<file path="src/rtl/sccb_reg_reader.sv">
module sccb_reg_reader #(
  parameter int CLK_HZ = 50_000_000,
  parameter int BIT_HZ = 100_000,
  parameter logic [6:0] DEV_ID = 7'h21
) (
  input  logic       clk,
  input  logic       rst_n,
  input  logic       start_i,
  input  logic [7:0] reg_addr_i,
  output logic [7:0] rdata_o,
  output logic       done_o,
  output logic       ack_err_o,
  output logic       scl_o,
  output logic       sda_oe_o,
  input  logic       sda_i
);
  localparam int QDIV = (CLK_HZ + 4 * BIT_HZ - 1) / (4 * BIT_HZ);
  localparam int CW = (QDIV > 1) ? $clog2(QDIV) : 1;
  localparam logic [5:0] SL_START1 = 6'd0;
  localparam logic [5:0] SL_ACK1   = 6'd9;
  localparam logic [5:0] SL_ACK2   = 6'd18;
  localparam logic [5:0] SL_STOP1  = 6'd19;
  localparam logic [5:0] SL_START2 = 6'd20;
  localparam logic [5:0] SL_ACK3   = 6'd29;
  localparam logic [5:0] SL_RD0    = 6'd30;
  localparam logic [5:0] SL_RD7    = 6'd37;
  localparam logic [5:0] SL_STOP2  = 6'd39;

  logic          busy;
  logic [5:0]    slot;
  logic [1:0]    q;
  logic [CW-1:0] cnt;
  logic [7:0]    reg_q;
  logic [7:0]    shr;
  logic          tick;
  logic          tx_on;
  logic [7:0]    tx_byte;
  logic [2:0]    bidx;
  logic          is_ack;
  logic          is_rd;

  assign tick   = busy && (cnt == CW'(QDIV - 1));
  assign is_ack = (slot == SL_ACK1) || (slot == SL_ACK2) || (slot == SL_ACK3);
  assign is_rd  = (slot >= SL_RD0) && (slot <= SL_RD7);

  always_comb begin
    tx_on   = 1'b0;
    tx_byte = 8'h00;
    bidx    = 3'd0;
    if (slot >= 6'd1 && slot <= 6'd8) begin
      tx_on = 1'b1; tx_byte = {DEV_ID, 1'b0}; bidx = 3'(6'd8 - slot);
    end else if (slot >= 6'd10 && slot <= 6'd17) begin
      tx_on = 1'b1; tx_byte = reg_q; bidx = 3'(6'd17 - slot);
    end else if (slot >= 6'd21 && slot <= 6'd28) begin
      tx_on = 1'b1; tx_byte = {DEV_ID, 1'b1}; bidx = 3'(6'd28 - slot);
    end
  end

  always_comb begin
    scl_o    = 1'b1;
    sda_oe_o = 1'b0;
    if (busy) begin
      if (slot == SL_START1 || slot == SL_START2) begin
        scl_o    = (q != 2'd3);
        sda_oe_o = (q != 2'd0);
      end else if (slot == SL_STOP1 || slot == SL_STOP2) begin
        scl_o    = (q != 2'd0);
        sda_oe_o = (q < 2'd2);
      end else begin
        scl_o    = (q == 2'd1) || (q == 2'd2);
        sda_oe_o = tx_on && !tx_byte[bidx];
      end
    end
  end

  always_ff @(posedge clk or negedge rst_n) begin
    if (!rst_n) begin
      busy      <= 1'b0;
      slot      <= 6'd0;
      q         <= 2'd0;
      cnt       <= '0;
      reg_q     <= 8'h00;
      shr       <= 8'h00;
      rdata_o   <= 8'h00;
      done_o    <= 1'b0;
      ack_err_o <= 1'b0;
    end else begin
      done_o <= 1'b0;
      if (start_i && !busy) begin
        busy      <= 1'b1;
        slot      <= SL_START1;
        q         <= 2'd0;
        cnt       <= '0;
        reg_q     <= reg_addr_i;
        ack_err_o <= 1'b0;
      end else if (busy) begin
        cnt <= tick ? '0 : cnt + 1'b1;
        if (tick) begin
          q <= q + 2'd1;
          if (q == 2'd2) begin
            if (is_ack && sda_i) ack_err_o <= 1'b1;
            if (is_rd) shr <= {shr[6:0], sda_i};
          end
          if (q == 2'd3) begin
            if (slot == SL_STOP2) begin
              busy    <= 1'b0;
              done_o  <= 1'b1;
              rdata_o <= shr;
            end else begin
              slot <= slot + 6'd1;
            end
          end
        end
      end
    end
  end
endmodule

</file>
<file path="config.mk">
export PLATFORM = sky130hd
export DESIGN_NAME = sccb_reg_reader
export DESIGN_NICKNAME = d
export VERILOG_FILES = /design/src/rtl/sccb_reg_reader.sv
export SDC_FILE = /design/constraint.sdc
export NUM_CORES = 1
export LEC_CHECK = 0
export ABC_CLOCK_PERIOD_IN_PS = 3700
export CAP_MARGIN = 0
export CORE_AREA = 3 3 101 103
export DETAILED_ROUTE_END_ITERATION = 16
export DIE_AREA = 0 0 104 106
export DONT_BUFFER_PORTS = 1
export SLEW_MARGIN = 20
export SYNTH_ARGS = -nofsm -noshare
export SYNTH_HDL_FRONTEND = slang
export SYNTH_SLANG_ARGS = --single-unit
export TNS_END_PERCENT = 30
</file>
<file path="constraint.sdc">
create_clock -name clk -period 3.7 [get_ports clk]
set_input_delay 1.11 -clock clk [delete_from_list [all_inputs] [get_ports clk]]
set_output_delay 1.11 -clock clk [all_outputs]
set_load 0.02 [all_outputs]
</file>
# == After elaboration in Yosys (flattened, before gate mapping) ==
# Cells that the tools add are included.
# classes
add_sub_neg,6
n_lt_le_gt_ge,10
n_eq_ne,12
muxes,43
bitwise,1
reduce_logical,27
# op_table
operator,n
6-bit two-way mux,5
7-bit two-way mux,4
1-bit two-way mux,25
"6-bit by 5-bit equality test with 1-bit output, second input constant",4
8-bit two-way mux,2
"6-bit by 5-bit greater-or-equal comparator with 1-bit output, second input constant",2
"6-bit by 5-bit less-or-equal comparator with 1-bit output, second input constant",2
2-bit nonzero test,6
5-bit AND reduction,2
3-bit two-way mux,3
1-bit logical AND,8
4-bit AND reduction,2
"7-bit by 1-bit adder with 7-bit output, second input constant",1
"7-bit equality test, second input constant",1
"6-bit by 1-bit adder with 6-bit output, second input constant",1
"6-bit by 4-bit equality test with 1-bit output, second input constant",1
"6-bit equality test, second input constant",1
"6-bit by 1-bit greater-or-equal comparator with 1-bit output, second input constant",1
"6-bit by 4-bit greater-or-equal comparator with 1-bit output, second input constant",1
"6-bit by 4-bit less-or-equal comparator with 1-bit output, second input constant",1
"6-bit less-or-equal comparator, second input constant",1
6-bit zero test,1
2-bit two-way mux,3
"1-bit by 3-bit subtractor with 3-bit output, first input constant",2
13 further kinds,19
# word_totals
ff_bits,42
inputBits,12
output_inout_bits,12
elab_cells,108

# == Longest topological paths before layout ==
# logic_depth
depth_word,12
ltp_mapped,10

# == Worst setup path after synthesis ==
# No wires, ideal clock.
# synth_timing
path_kind,register to output
startpoint,reg slot[1]
endpoint,out sda_oe_o
t_arrival_ps,2318
t_required_ps,2590
setup_slack_ps,272
stages_incl_launch_ff,10
n_path_buf,0
path_cell_list,dfrtp_1 -> inv_1 -> ha_1 -> nor4b_2 -> a2111o_1 -> inv_2 -> nor2_2 -> a21boi_1 -> o41ai_1 -> a41o_1
# synth_via
elab_chain_len,12
word_cells_on_any_way,34
classes_between,add/sub (3); order compare (6); eq/ne (3); mux (14); reduce/logical (8)
# synth_rtl
element,line,text
"start, declared",30,logic [5:0] slot;
"start signal, assigned",110,slot <= slot + 6'd1;
6-bit by 5-bit greater-or-equal comparator with 1-bit output / 6-bit by 5-bit less-or-equal comparator with 1-bit output (equally long branches),54,end else if (slot >= 6'd21 && slot <= 6'd28) begin
1-bit logical AND,54,
7-bit two-way mux / 3-bit two-way mux (equally long branches),54,
8-bit two-way mux / 3-bit two-way mux (equally long branches),52,end else if (slot >= 6'd10 && slot <= 6'd17) begin
8-bit two-way mux / 3-bit two-way mux (equally long branches),50,if (slot >= 6'd1 && slot <= 6'd8) begin
1-bit binary-select mux with 3-bit select,71,sda_oe_o = tx_on && !tx_byte[bidx];
1-bit two-way mux (not written as such),71,
1-bit zero test,71,
1-bit logical AND,71,
1-bit two-way mux,66,end else if (slot == SL_STOP1 || slot == SL_STOP2) begin
1-bit two-way mux (*),63,if (slot == SL_START1 || slot == SL_START2) begin
1-bit two-way mux (*),62,if (busy) begin
"end, declared",14,"output logic sda_oe_o,"
# Mark *: on every way between the ends. The rest lies on a longest branch, timed or not. The select of a mux whose other input is x is not followed.

# == Worst setup path after layout ==
# Ends and elaborated chain as after synthesis.

==> results.sh <==
export IMPL_crit_required_ns=2.59
export IMPL_drc=0
export IMPL_numCtsBuffers=5
export IMPL_dp_hpwl_mm=3.60
export IMPL_cpMaxStageDelayCell="dfrtp_1"
export IMPL_synthTopCellsByArea="dfrtp_1, mux2_2, nand2_1"
export IMPL_start_util_pct=25.3
export IMPL_multi_input_area_um2=1250
export IMPL_syn_nets=261
export IMPL_cts_buffer_depth=2
export IMPL_gp_congestion=0.876
export IMPL_antenna_found_initial=0
export IMPL_cp_arrival_ns=2.49
export IMPL_clk_pin_slew_ns=0.08
export IMPL_seq_area_frac_synth_pct=44.8
export IMPL_portBuffers=0
export IMPL_vias=1713
export IMPL_yosysTopAreaCell="dfrtp_1"
export IMPL_clock_latency_ns=0.29
export IMPL_cts_max_level=2
export IMPL_fp_dieW_um=104
export IMPL_regArea_um2=1050
export IMPL_finalSetupTns_ns=0
export IMPL_slowest_delay_ns=0.41
export IMPL_hold_path_class="flop to flop"
export IMPL_cts_hold_buf=0
export IMPL_rsz0062_at_grt="no"
export IMPL_post_cts_buffers=0
export IMPL_slew_viol_final=0
export IMPL_synth_cells=237
export IMPL_r2r_slack_ns=1.53
export IMPL_whs_endpoint="reg_q[3]"
export IMPL_final_antenna_net_count=0
export IMPL_root_buffer="clkbuf_8"
export IMPL_synth_seq_cells=42
export IMPL_top_layer="met4"
export IMPL_final_cells=373
export IMPL_gr_total_overflow=0
export IMPL_firstDrtPassIters=4
export IMPL_synth_cell_type_count=58
export IMPL_synth_top_area_share_pct=44.8
export IMPL_synthTopCellsByCount="nand2_1, dfrtp_1, nor2_1, mux2_2, ha_1"
export IMPL_synth_edff_count=0
export IMPL_criticalPathCategory="flop to primary output"
export IMPL_finalCritPeriodShare_pct=97.4
export IMPL_drtIter0Drc=65
export IMPL_power_leakage_nw=1.16
export IMPL_core_area_um2=9280
export IMPL_grt_usage_pct=9.17
export IMPL_p_per_area_nw_per_um2=469
export IMPL_hold_path_depth=2
export IMPL_status="finished, final reports clean"
export IMPL_grt_max_degree=43
export IMPL_finalHoldViolCount=0
export IMPL_critPathBufInv=1
export IMPL_worstPathCellList="buf_4 -> ha_1 -> a211o_1 -> a41oi_2 -> nor2_2 -> a21boi_1 -> o41ai_1 -> a41o_2"
export IMPL_ios=24
export IMPL_reg2reg_from="slot[1]"
export IMPL_finalSetupViolCount=0
export IMPL_critPathMaxFanout=9
export IMPL_drive_gt1_share_pct=23.8
export IMPL_min_period_ns=3.60
export IMPL_reg2reg_to="shr[2]"
export IMPL_synth_async_reset_ratio_pct=100
export IMPL_syn_cell_area_um2=2350
export IMPL_reg2reg_depth=7
export IMPL_wire_per_inst_um=13.4
export IMPL_drt_met1_wl_mm=2.32
export IMPL_std_cell_rows=35
export IMPL_layout_nets=267
export IMPL_syn_avg_cell_area_um2=9.90
export IMPL_cts_sinks=42
export IMPL_ys_flop_type="dfrtp_1"
export IMPL_cts_tree="yes"
export IMPL_wl_met3_um=179
export IMPL_worst_setup_path_start_kind="flop"
export IMPL_antenna_diode_count=0
export IMPL_grt_first_pass_wirelength_mm=8.37
export IMPL_met2_length_mm=2.41
export IMPL_relSlewSlack_pct=63.7
export IMPL_synth_most_common_cell="nand2_1"
export IMPL_peakVddDrop_mv=0.166
export IMPL_grt_pass1_vias=1714
export IMPL_area_growth_pct=13.0
export IMPL_cp_top_family="compound AO/OA/AOI/OAI gates"
export IMPL_clock_skew_ns=0.00737
export IMPL_die_area_um2=11000
export IMPL_tightest_slew_ns=0.545
export IMPL_die_h_um=106
export IMPL_fill_cells=1017
export IMPL_crit_path_end_kind="primary output"
export IMPL_wirelength_mm=4.99
export IMPL_maxCapViolCount=0
export IMPL_synth_warning_count=0
export IMPL_viasPerCell=4.59
export IMPL_timing_fmax_ghz=0.278
export IMPL_dp_cells=365
export IMPL_min_delay_start="reg_q[3]"
[layer usage]
layer,global-route usage [%],up-vias
met4,3.42,0
met1,11.2,849
li1,-,827
met2,15.8,29
met3,2.13,8
met5,0,-
[kinds of logic after synthesis]
logic type               count (synthesis)  share of synthesized area (%)
AND/OR/NAND/NOR                         97                           19.8
flip-flops                              42                           44.8
AO/OA/AOI/OAI                           37                           12.0
multiplexers                            20                           9.49
buffers and inverters                   19                           3.73
adder cells (fa/ha/maj)                 12                           6.40
XOR/XNOR                                10                           3.73
[per-stage QoR]
step	hold slack, ns	total power, mW	area, µm²	setup slack, ns	utilization [%]
floorplan	0.440	0.849	2350	0.272	-
global placement	0.465	0.919	2510	0.288	27.1
detailed placement	0.475	0.928	2510	0.234	27.1
CTS	0.487	1.25	2610	0.0543	28.1
global route	0.479	1.33	2650	0.00235	28.6
finish	0.488	1.24	2650	0.0971	28.6
[cells in the final DEF, fill, tap and decap left out, types with 2 or more instances in the layout]
| cell | n |
|---|---|
| nand2b_1 | 2 |
| nor2b_1 | 2 |
| nor2_1 | 21 |
| inv_1 | 8 |
| o31ai_1 | 2 |
| a31oi_1 | 2 |
| buf_4 | 7 |
| xor2_1 | 2 |
| clkbuf_8 | 6 |
| nor4b_2 | 2 |
| nor2_2 | 4 |
| o21ai_0 | 6 |
| nand4_1 | 2 |
| mux2_2 | 18 |
| a21oi_1 | 5 |
| inv_2 | 2 |
| nand2_1 | 44 |
| xnor2_1 | 8 |
| dfrtp_1 | 41 |
| or3_1 | 2 |
| o22ai_1 | 2 |
| nand3_1 | 6 |
| mux2i_1 | 2 |
| ha_1 | 11 |
[power breakdown]
part,internal [mW],leakage [nW],total (mW),switching (mW)
Combinational,0.150,0.569,0.346,0.195
Clock,0.150,0.0472,0.310,0.160
Sequential,0.522,0.540,0.588,0.0664
[final cells by class]
cell class | count | share of cell area, %
Clock inverter | 2 | 0.472
Sequential cell | 42 | 39.7
Tap cell | 129 | 6.09
Multi-Input combinational cell | 176 | 47.0
Inverter | 11 | 1.65
Timing Repair Buffer | 7 | 1.98
Clock buffer | 6 | 3.11
[how the worst max path moves through the flow]
stage               startpoint        to  slack, ns  depth (start not counted)
global route           slot[0]  sda_oe_o      0.002                          9
CTS                    slot[1]  sda_oe_o       0.05                          9
floorplan              slot[1]  sda_oe_o       0.27                          9
global placement       slot[1]  sda_oe_o       0.29                          9
finish                 slot[1]  sda_oe_o        0.1                          8
detailed placement     slot[1]  sda_oe_o       0.23                          9
[worst register-to-register path: stages (launching register included)]
cell	delay, ns
dfrtp_1	0.41
inv_4	0.12
ha_1	0.18
buf_4	0.14
nor2_1	0.07
a2111oi_0	0.51
o211ai_2	0.29
mux2_2	0.35
[sequential cells by signal, summed over array words and instances, names as in the netlist]
register and count:
ack_err_o 1, rdata_o 8, q 2, slot 6
done_o 1, cnt 7, reg_q 8, shr 8
busy 1
[timing repair]
item                       CTS  global route
gates resized for setup      3             8
setup endpoints to repair    1             1
pin swaps                    0             2
(Power assumes the default switching activity.)
